`src/rtl/pn_pkg.sv`:
```
// Package: sizes and default structure of the example net.
// Assumes a safe, live, conflict-free net; masks are indexed [transition][place/input].
package pn_pkg;
    localparam int NP = 8;   // places
    localparam int NT = 7;   // transitions
    localparam int NX = 6;   // logic inputs
    localparam int NY = 7;   // logic outputs

    // Source places per transition (t6 .. t0)
    localparam logic [NT-1:0][NP-1:0] NET_PRE = {
        8'h80,   // t6: pour   -> idle
        8'h60,   // t5: join of A-done, B-done
        8'h10,   // t4: heat B done
        8'h08,   // t3: heat A done
        8'h04,   // t2: fill B done
        8'h02,   // t1: fill A done
        8'h01    // t0: start fork
    };

    // Destination places per transition (t6 .. t0)
    localparam logic [NT-1:0][NP-1:0] NET_POST = {
        8'h01, 8'h80, 8'h40, 8'h20, 8'h10, 8'h08, 8'h06
    };

    // Guard: inputs that must be high (t6 .. t0)
    localparam logic [NT-1:0][NX-1:0] NET_GHI = {
        6'h20, 6'h00, 6'h10, 6'h08, 6'h04, 6'h02, 6'h01
    };

    // Guard: inputs that must be low (t6 .. t0)
    localparam logic [NT-1:0][NX-1:0] NET_GLO = {
        6'h01, 6'h00, 6'h00, 6'h00, 6'h00, 6'h00, 6'h00
    };

    // Output bits driven by each place (p7 .. p0)
    localparam logic [NP-1:0][NY-1:0] NET_OMAP = {
        7'h18, 7'h10, 7'h50, 7'h14, 7'h14, 7'h12, 7'h11, 7'h20
    };

    localparam logic [NP-1:0] NET_INIT = 8'h01;
endpackage

```
`src/rtl/pn_guard_eval.sv`:
```
// Module: pn_guard_eval
// Computes the enable of each transition: all source places marked and the guard
// (product term of must-high and must-low inputs) true. Purely combinational.
module pn_guard_eval #(
    parameter int NP = 8,
    parameter int NT = 7,
    parameter int NX = 6,
    parameter logic [NT-1:0][NP-1:0] PRE = '0,
    parameter logic [NT-1:0][NX-1:0] GHI = '0,
    parameter logic [NT-1:0][NX-1:0] GLO = '0
) (
    input  logic [NP-1:0] mark,
    input  logic [NX-1:0] in_x,
    output logic [NT-1:0] fire
);
    genvar t;
    generate
        for (t = 0; t < NT; t++) begin : g_tr
            logic tokens_ok;
            logic guard_ok;
            // One transition: token test and guard test
            always_comb begin
                tokens_ok = &(mark | ~PRE[t]);
                guard_ok  = (&(in_x | ~GHI[t])) & (&(~in_x | ~GLO[t]));
                fire[t]   = tokens_ok & guard_ok;
            end
        end
    endgenerate
endmodule

```
`src/rtl/pn_token_update.sv`:
```
// Module: pn_token_update
// Holds the marking register and applies all firing transitions in one edge.
// Assumes conflict-free firing sets; flags any token that would be doubled.
module pn_token_update #(
    parameter int NP = 8,
    parameter int NT = 7,
    parameter logic [NT-1:0][NP-1:0] PRE  = '0,
    parameter logic [NT-1:0][NP-1:0] POST = '0,
    parameter logic [NP-1:0]         INIT = '0
) (
    input  logic          clk,
    input  logic          rst_n,
    input  logic [NT-1:0] fire,
    output logic [NP-1:0] mark_q,
    output logic          err_dup
);
    logic [NP-1:0] consumed;
    logic [NP-1:0] produced;
    logic [NP-1:0] overlap;
    logic [NP-1:0] mark_d;

    // Gather places emptied and filled by this cycle's firings
    always_comb begin
        consumed = '0;
        produced = '0;
        overlap  = '0;
        for (int t = 0; t < NT; t++) begin
            if (fire[t]) begin
                overlap  = overlap | (produced & POST[t]);
                consumed = consumed | PRE[t];
                produced = produced | POST[t];
            end
        end
        mark_d  = (mark_q & ~consumed) | produced;
        err_dup = |((produced & mark_q & ~consumed) | overlap);
    end

    // Marking register with synchronous reset to the initial marking
    always_ff @(posedge clk) begin
        if (!rst_n) mark_q <= INIT;
        else        mark_q <= mark_d;
    end
endmodule

```
`src/rtl/pn_out_decode.sv`:
```
// Module: pn_out_decode
// Turns the marking into output bits: each output is the OR of its mapped places.
module pn_out_decode #(
    parameter int NP = 8,
    parameter int NY = 7,
    parameter logic [NP-1:0][NY-1:0] OMAP = '0
) (
    input  logic [NP-1:0] mark,
    output logic [NY-1:0] out_y
);
    // OR the output masks of all marked places
    always_comb begin
        out_y = '0;
        for (int p = 0; p < NP; p++) begin
            if (mark[p]) out_y = out_y | OMAP[p];
        end
    end
endmodule

```
`src/rtl/pn_ctrl.sv`:
```
// Module: pn_ctrl (top)
// Executes a fixed safe interpreted net: guard evaluation, token update, output decode.
// Assumes the net given by parameters is safe, live and free of conflicts.
module pn_ctrl #(
    parameter int NP = pn_pkg::NP,
    parameter int NT = pn_pkg::NT,
    parameter int NX = pn_pkg::NX,
    parameter int NY = pn_pkg::NY,
    parameter logic [NT-1:0][NP-1:0] PRE  = pn_pkg::NET_PRE,
    parameter logic [NT-1:0][NP-1:0] POST = pn_pkg::NET_POST,
    parameter logic [NT-1:0][NX-1:0] GHI  = pn_pkg::NET_GHI,
    parameter logic [NT-1:0][NX-1:0] GLO  = pn_pkg::NET_GLO,
    parameter logic [NP-1:0][NY-1:0] OMAP = pn_pkg::NET_OMAP,
    parameter logic [NP-1:0]         INIT = pn_pkg::NET_INIT
) (
    input  logic          clk,
    input  logic          rst_n,
    input  logic [NX-1:0] in_x,
    output logic [NY-1:0] out_y,
    output logic          err_dup
);
    logic [NP-1:0] mark_q;
    logic [NT-1:0] fire;

    pn_guard_eval #(.NP(NP), .NT(NT), .NX(NX), .PRE(PRE), .GHI(GHI), .GLO(GLO)) u_guard (
        .mark (mark_q),
        .in_x (in_x),
        .fire (fire)
    );

    pn_token_update #(.NP(NP), .NT(NT), .PRE(PRE), .POST(POST), .INIT(INIT)) u_tokens (
        .clk     (clk),
        .rst_n   (rst_n),
        .fire    (fire),
        .mark_q  (mark_q),
        .err_dup (err_dup)
    );

    pn_out_decode #(.NP(NP), .NY(NY), .OMAP(OMAP)) u_out (
        .mark  (mark_q),
        .out_y (out_y)
    );
endmodule

```
`config.mk`:
```
export PLATFORM = sky130hd
export DESIGN_NAME = pn_ctrl
export DESIGN_NICKNAME = d
export VERILOG_FILES = /design/src/rtl/pn_pkg.sv /design/src/rtl/pn_guard_eval.sv /design/src/rtl/pn_token_update.sv /design/src/rtl/pn_out_decode.sv /design/src/rtl/pn_ctrl.sv
export SDC_FILE = /design/constraint.sdc
export NUM_CORES = 1
export LEC_CHECK = 0
export BUFFER_PORTS_ARGS = -buffer_cell sky130_fd_sc_hd__buf_4
export CAP_MARGIN = 10
export CORE_AREA = 3 3 40 42
export CTS_BUF_LIST = sky130_fd_sc_hd__clkbuf_8
export DETAILED_ROUTE_END_ITERATION = 12
export DIE_AREA = 0 0 43 45
export MAX_ROUTING_LAYER = met4
export PLACE_DENSITY = 0.64
export SKIP_CTS_REPAIR_TIMING = 1
export SLEW_MARGIN = 10
export SYNTH_ARGS = -nofsm -noshare
export SYNTH_HDL_FRONTEND = slang
export SYNTH_HIERARCHICAL = 1
export SYNTH_SLANG_ARGS = --single-unit
```
`constraint.sdc`:
```
create_clock -name clk -period 3.4 [get_ports clk]
set_input_delay 1.02 -clock clk [delete_from_list [all_inputs] [get_ports clk]]
set_output_delay 1.02 -clock clk [all_outputs]
set_load 0.01 [all_outputs]
```
---- Yosys cells after proc, flatten, opt, wreduce, memory -nomap -nowiden ----
Index checks and enable logic that the tools add are counted.
W data, S select, Z words.
word-level totals
  register bits after elaboration ......... 8
  bits in latches ......................... 0
  RAM bits ................................ 0
  bits in read-only memories .............. 0
  output and inout port bits .............. 8
  logic and storage cells ................. 50
  memories kept ........................... 0
operators by class
  add/sub/neg operators ................... 0
  multiply operators ...................... 0
  div/mod/pow operators ................... 0
  magnitude comparators ................... 0
  equal/unequal tests ..................... 0
  shift operators ......................... 0
  mux-type cells .......................... 28
  bitwise operators ....................... 19
  reductions and logical operators ........ 2
operator list
  kind                  count
  $mux W8               7
  $mux W5               8
  $and A8 B8 Y8         3
  $mux W7               3
  $or A8 B8 Y8          2
  $mux W4               3
  $mux W6               2
  $not A8 Y8            1
  $or A8 B1 Y8          1
  $or A8 B5 Y8 const B  1
  $or A8 B6 Y8 const B  1
  $or A8 B7 Y8 const B  1
  $or A8 B8 Y8 const B  1
  $reduce_or A8 Y1      1
  $and A1 B1 Y1         7
  $mux W3               2
  $mux W1               2
  $mux W2               1
  $reduce_and A2 Y1     1
  $not A1 Y1            1

---- Longest topological paths before layout ----
Gate-level depths: netlist of run 1.
  word-level depth ........................ 14
  depth in mapped cells ................... 5
  depth with buffers taken out ............ 4

---- Cells and area by module ----
The synthesis of run 1 kept the hierarchy.
by module, submodules not included
  module           instances  cells an instance  area an instance (µm²)
  pn_token_update  1          32                 325.3
  pn_out_decode    1          8                  57.6
  pn_guard_eval    1          8                  55.1

---- Least setup slack after synthesis of run 1 ----
No wires, ideal clock.
  kind .................................... input to output
  start point ............................. in in_x[0]
  end point ............................... out err_dup
  arrival time ............................ 1.667 ns
  setup slack ............................. 0.713 ns
  cell stages on the path ................. 4
  path buffers ............................ 0
  cell sequence ........................... and2_2 nand2b_4 o221a_1 nand3_1
on the way
  word-level cells in the longest chain between the ends .. 12
  elaborated cells between the ends (all ways) .. 24
RTL lines
  element               RTL line               text
  start: declaration    pn_ctrl.sv:18          input logic [NX-1:0] in_x,
  $and A1 B1 Y1         pn_guard_eval.sv:25    fire[t] = tokens_ok & guard_ok;
  $mux W1               pn_token_update.sv:28  if (fire[t]) begin
  $mux W2               pn_token_update.sv:28
  $mux W3               pn_token_update.sv:28
  $mux W4               pn_token_update.sv:28
  $mux W5               pn_token_update.sv:28
  $mux W7               pn_token_update.sv:28
  $mux W8               pn_token_update.sv:28
  $not A8 Y8            pn_token_update.sv:35  err_dup = |((produced & mark_q & ~consumed) | overlap);
  $and A8 B8 Y8         pn_token_update.sv:35
  $or A8 B8 Y8 (*)      pn_token_update.sv:35
  $reduce_or A8 Y1 (*)  pn_token_update.sv:35
  end: declaration      pn_ctrl.sv:20          output logic err_dup
Mark *: on every way between the ends. The rest lies on a longest branch, timed or not.

---- Worst setup path after layout of run 1 ----
  start point ............................. in in_x[3]
  end point ............................... out err_dup
on the way
  word-level cells in the longest chain between the ends .. 10
  elaborated cells between the ends (all ways) .. 20
RTL lines
  element               RTL line               text
  $and A1 B1 Y1 (*)     pn_guard_eval.sv:25
  named net fire[3]     pn_ctrl.sv:23          logic [NT-1:0] fire;
  $mux W8               pn_token_update.sv:28
  $or A8 B7 Y8          pn_token_update.sv:29  overlap = overlap | (produced & POST[t]);
  $mux W8               pn_token_update.sv:28
  $or A8 B8 Y8          pn_token_update.sv:29
  $mux W8               pn_token_update.sv:28
  $or A8 B1 Y8          pn_token_update.sv:29
  $mux W8               pn_token_update.sv:28
  $or A8 B8 Y8 (*)      pn_token_update.sv:35
  $reduce_or A8 Y1 (*)  pn_token_update.sv:35
The timed path passes the listed nets; every way through them passes the cells marked *.

==> flow_summary.ini, run 1 <==
[placement]
gp_congestion = 0.743
dp_slack_ns = 0.459
port_buffers = 15
post-place-cells = 71
postPlaceCellArea_sq_um = 519
dpl.hpwl_um = 639

[yosys]
synth.area.mux_share_pct = 0
synth_edf_count = 0
synthesis.area_sq_um = 438
synth_warnings = 6
synth_ff_type = dfxtp_1
synth_top_family_by_area = simple AND/OR/NAND/NOR gates
avgSynthCellArea_sq_um = 9.12
synth_seq_cells = 8
synth_nets = 56
syn_inst = 48
async_flop_share_pct = 0
ys_seq_area_share_pct = 36.6
synth_compound_area_share_pct = 18.6
yosys.cell_types.count = 19
synth_xor_area_share_pct = 0
yosys.area_share.simple_pct = 32.6
synth-adder-area-share_pct = 0

[critical_path]
r2r_cells = 3
crit_required_ns = 2.38
critPathKind = in -> out
path_cells = buf_4, and2_1, a22oi_1, o221a_1, nand3_1, buf_4
crit_arrival_ns = 1.92
rr_endpoint = u_tokens/mark_q[6]
r2r-start = u_tokens/mark_q[5]
slowest_delay_ns = 0.21
crit_path_end_kind = output pin
cpMostUsedCell = buf_4
slowest_stage = a22oi_1
start_kind = input pin
r2r_slack_ns = 2.47
cp-startpoint = in_x[3]
path_max_fanout = 3

[timing]
rsz0062_at_grt = no
fin_ws_ns = 0.458
period_minus_slack_ns = 2.94
fmax_ghz = 0.340
slew_headroom_pct = 86.7
whs_ns = 0.532
fin_crit_sh_pct = 86.5
tns_ns = 0
worst_slew_pin_slew_ns = 0.200
hold_viol = 0
drv_slew = 0
finalClockSkew_ns = 0.00347
setup_viol = 0

[cells_and_area]
stdcell_area_sq_um = 561
final_core_util_pct = 43.6
largest_reg_flops = 8
layout.nets = 69
area_growth_pct = 28.0
diodes = 0
drive_above_1_share_pct = 35.6
largest-register = u_tokens/mark_q
final_cell_count_no_fill = 74
reg.largest.list = u_tokens/mark_q: 8 flops

[routing]
detail-route-antenna-nets = 0
viasPerCell = 4.62
post_drt_wl_per_cell_um = 10.8
drc = 0
wl_um = 802
dr.pass1.iters = 2
vias = 342
dr.first_iter.drc_count = 3

[pwr]
power_frac_seq_pct = 39.9
combPwrFrac_pct = 17.1
p_switching_mw = 0.0584
p_int_mw = 0.204
finalPower_mw = 0.262
swShare_pct = 22.2
power_density_mw_per_mm2 = 468
p_leak_nw = 0.258
ir_drop_mv = 0.185
clockPowerShare_pct = 43.1

[clock_network]
cts_max_level = 1
numClockSinks = 8
clk_pin_slew_ns = 0.04
cts_max_path_buffers = 2
clkLatencyLatePin_ns = 0.23
numCtsBuffers = 3
cts_tree = yes
root_buffer = clkbuf_8

[flow_run]
maxCapViolations = 0

[hold_path]
min_path_type = reg -> reg
hp-start = u_tokens/mark_q[0]
hold_depth = 2
min_to = u_tokens/mark_q[0]

[die]
start_util_pct = 34.1
ios = 16
dieHeight_um = 45
core_area_sq_mm = 0.00128
dieArea_sq_mm = 0.00194
die_w_um = 43
num_rows = 13

[grt]
grt_max_degree = 9
grt_pass1_wl_mm = 1.28
grt_pass1_vias = 319
grt_antenna_before_repair = 0
grtUsageTotal_pct = 10.4
grt_overflow = 0

[status]
outcome = completed
==> worst max-delay path, delay by kind of cell <==
family	cells	cell delay, ns
compound gates	2	0.42
buf+inv	2	0.25
simple gates	2	0.22
==> metal layers <==
layer  global-route usage [%]  part of all wire [%]  vias to the layer above
met5                        -                     0                        -
met4                     12.7                   5.0                        0
met3                     4.78                   9.2                        5
met2                     13.2                    39                       14
met1                     10.7                    47                      138
li1                         -                     -                      185
==> final cells by class <==
type / count / area [sq um]
Fill cell: 132 / 724
Multi-Input combinational cell: 32 / 224
Sequential cell: 8 / 160
Timing Repair Buffer: 15 / 113
Clock buffer: 3 / 41.3
Tap cell: 15 / 18.8
Inverter: 1 / 3.75
==> power by group through the flow <==
| stage | Sequential, mW | Combinational, mW | Clock, mW |
|---|---|---|---|
| floorplan | 0.105 | 0.0300 | 0 |
| global placement | 0.106 | 0.0455 | 0 |
| detailed placement | 0.106 | 0.0458 | 0 |
| CTS | 0.105 | 0.0459 | 0.119 |
| global route | 0.106 | 0.0492 | 0.124 |
| finish | 0.105 | 0.0448 | 0.113 |
==> kinds of logic (layout without fill, tap and decap cells) <==
group	count (synthesis)	after routing
DFF	8	8
AOI/OAI and AO/OA	11	11
buffers and inverters	8	19
and+or+nand+nor	21	21
==> Yosys cell counts, types with 2 or more instances <==
master / n / area [sq um]
o21a_1: 6 / 45.0
a22oi_1: 2 / 15.0
nand3_1: 2 / 10.0
dfxtp_1: 8 / 160
nor2b_1: 7 / 43.8
and2_1: 5 / 31.3
buf_4: 6 / 45.0
==> placed cells by master (no fill, tap or decap) <==
cell type,Yosys,layout
a21oi_1,1,1
or3_1,1,1
nor2b_1,7,7
dfxtp_1,8,8
inv_1,1,1
or4_1,1,1
buf_4,6,15
o221a_1,1,1
and2_2,1,1
a22oi_1,2,2
o21a_1,6,6
nand2b_4,1,1
and2_1,5,5
nand3b_1,1,1
or2_2,1,1
nand3_1,2,2
o21ai_0,1,1
clkbuf_8,0,3
and3b_1,1,1
==> worst max path at each step <==
stage	end	slack (ns)	cells past startpoint
floorplan	err_dup	0.71	4
global placement	err_dup	0.46	6
detailed placement	err_dup	0.46	6
CTS	err_dup	0.46	6
global route	err_dup	0.43	6
finish	err_dup	0.46	6
Note: power is estimated with default switching activity, not from simulation.
==> inputs of run 2 (changes only) <==
==> constraint.sdc (replaced) <==
create_clock -name clk -period 3.4 [get_ports clk]
set_input_delay 0.17 -clock clk [delete_from_list [all_inputs] [get_ports clk]]
set_output_delay 0.17 -clock clk [all_outputs]
set_load 0.01 [all_outputs]
==> run 2 against run 1 <==
Compared with the run above: worst hold slack worse by 0.33 ns; maximum frequency up 71%; clock-buffer cell count unchanged; utilization unchanged; sequential power about the same; largest power group unchanged; register-to-register slack about the same; combinational power up 0.9%.
==> flow_summary.ini, run 2 (synthesized netlist as in run 1, its figures left out) <==
[timing]
finalClockSkew_ns = 0.0000869
hold_viol = 0
slew_headroom_pct = 88.0
period_minus_slack_ns = 1.72
tns_ns = 0
fmax_ghz = 0.583
fin_ws_ns = 1.68
fin_crit_sh_pct = 50.5
setup_viol = 0
rsz0062_at_grt = no
drv_slew = 0
worst_slew_pin_slew_ns = 0.180

[routing]
wl_um = 838
dr.first_iter.drc_count = 1
detail-route-antenna-nets = 0
drc = 0
post_drt_wl_per_cell_um = 11.3
viasPerCell = 4.66
dr.pass1.iters = 2
vias = 345

[grt]
grt_overflow = 0
grtUsageTotal_pct = 11.3
grt_pass1_vias = 345
grt_pass1_wl_mm = 1.51
grt_antenna_before_repair = 0
grt_max_degree = 9

[critical_path]
crit_arrival_ns = 1.55
r2r_cells = 3
crit_path_end_kind = output pin
crit_required_ns = 3.23
r2r-start = u_tokens/mark_q[5]
critPathKind = reg -> out
rr_endpoint = u_tokens/mark_q[5]
r2r_slack_ns = 2.46
path_max_fanout = 5
start_kind = flip-flop

[placement]
postPlaceCellArea_sq_um = 519
gp_congestion = 0.716
post-place-cells = 71
port_buffers = 15
dp_slack_ns = 1.92

[cells_and_area]
final_cell_count_no_fill = 74
final_cell_mix = buf_4, dfxtp_1, nor2b_1
reg.largest.list = u_tokens/mark_q: 8 flops
largest-register = u_tokens/mark_q
area_growth_pct = 28.0
layout.nets = 69
drive_above_1_share_pct = 35.6
largest_reg_flops = 8
stdcell_area_sq_um = 561
diodes = 0
layout_commonest_cell = buf_4

[die]
ios = 16
dieArea_sq_mm = 0.00194
start_util_pct = 34.1
core_area_sq_mm = 0.00128
die_w_um = 43
num_rows = 13
dieHeight_um = 45

[pwr]
p_leak_nw = 0.258
p_int_mw = 0.204
finalPower_mw = 0.262
p_switching_mw = 0.0576
clockPowerShare_pct = 42.7
combPwrFrac_pct = 17.3
power_frac_seq_pct = 40.0
power_density_mw_per_mm2 = 467
swShare_pct = 22.0
ir_drop_mv = 0.327

[clock_network]
clk_pin_slew_ns = 0.04
root_buffer = clkbuf_8
clkLatencyLatePin_ns = 0.22
cts_max_level = 1
numCtsBuffers = 3
numClockSinks = 8
cts_tree = yes
cts_max_path_buffers = 2

[status]
outcome = completed

[hold_path]
hp-start = rst_n
min_to = u_tokens/mark_q[0]
min_path_type = in -> reg
hold_depth = 2

[flow_run]
maxCapViolations = 0
run 2: layout make-up:
class	count	area [sq um]
inverter	1	3.75
multi-input combinational	32	224
clock buffer	3	41.3
timing repair buffer	15	113
fill	135	724
tap	15	18.8
sequential	8	160
run 2: stage by stage:
stage | hold WS, ns | util, %
after floorplan | 0.408 | -
after global placement | 0.426 | 40.4
after detailed placement | 0.429 | 40.4
after CTS | 0.194 | 43.6
after global routing | 0.207 | 43.6
final | 0.198 | 43.6
run 2: worst max path at each step:
stage,from,endpoint,slack [ns],cells after the start
floorplan,u_tokens/mark_q[5],out_y[4],2.07,2
global placement,u_tokens/mark_q[5],out_y[4],1.94,3
global route,u_tokens/mark_q[5],out_y[4],1.64,3
detailed placement,u_tokens/mark_q[5],out_y[4],1.92,3
CTS,u_tokens/mark_q[5],out_y[4],1.68,3
finish,u_tokens/mark_q[5],out_y[4],1.68,3
run 2: per-layer routing:
| metal | global-route usage (%) | wire length (um) |
|---|---|---|
| met1 | 14.6 | 409 |
| met4 | 3.61 | 11 |
| met5 | - | 0 |
| met2 | 13.8 | 335 |
| met3 | 7.57 | 81 |
run 2: power by group through the flow:
stage	logic (mW)	clock network, mW	registers [mW]
floorplan	0.0300	0	0.105
global placement	0.0459	0	0.106
detailed placement	0.0459	0	0.106
CTS	0.0460	0.115	0.105
global route	0.0505	0.124	0.106
finish	0.0452	0.112	0.105
run 2: critical path, stage by stage, from the launching register on:
cell,delay (ns)
dfxtp_1,0.33
or4_1,0.53
or3_1,0.32
buf_4,0.15
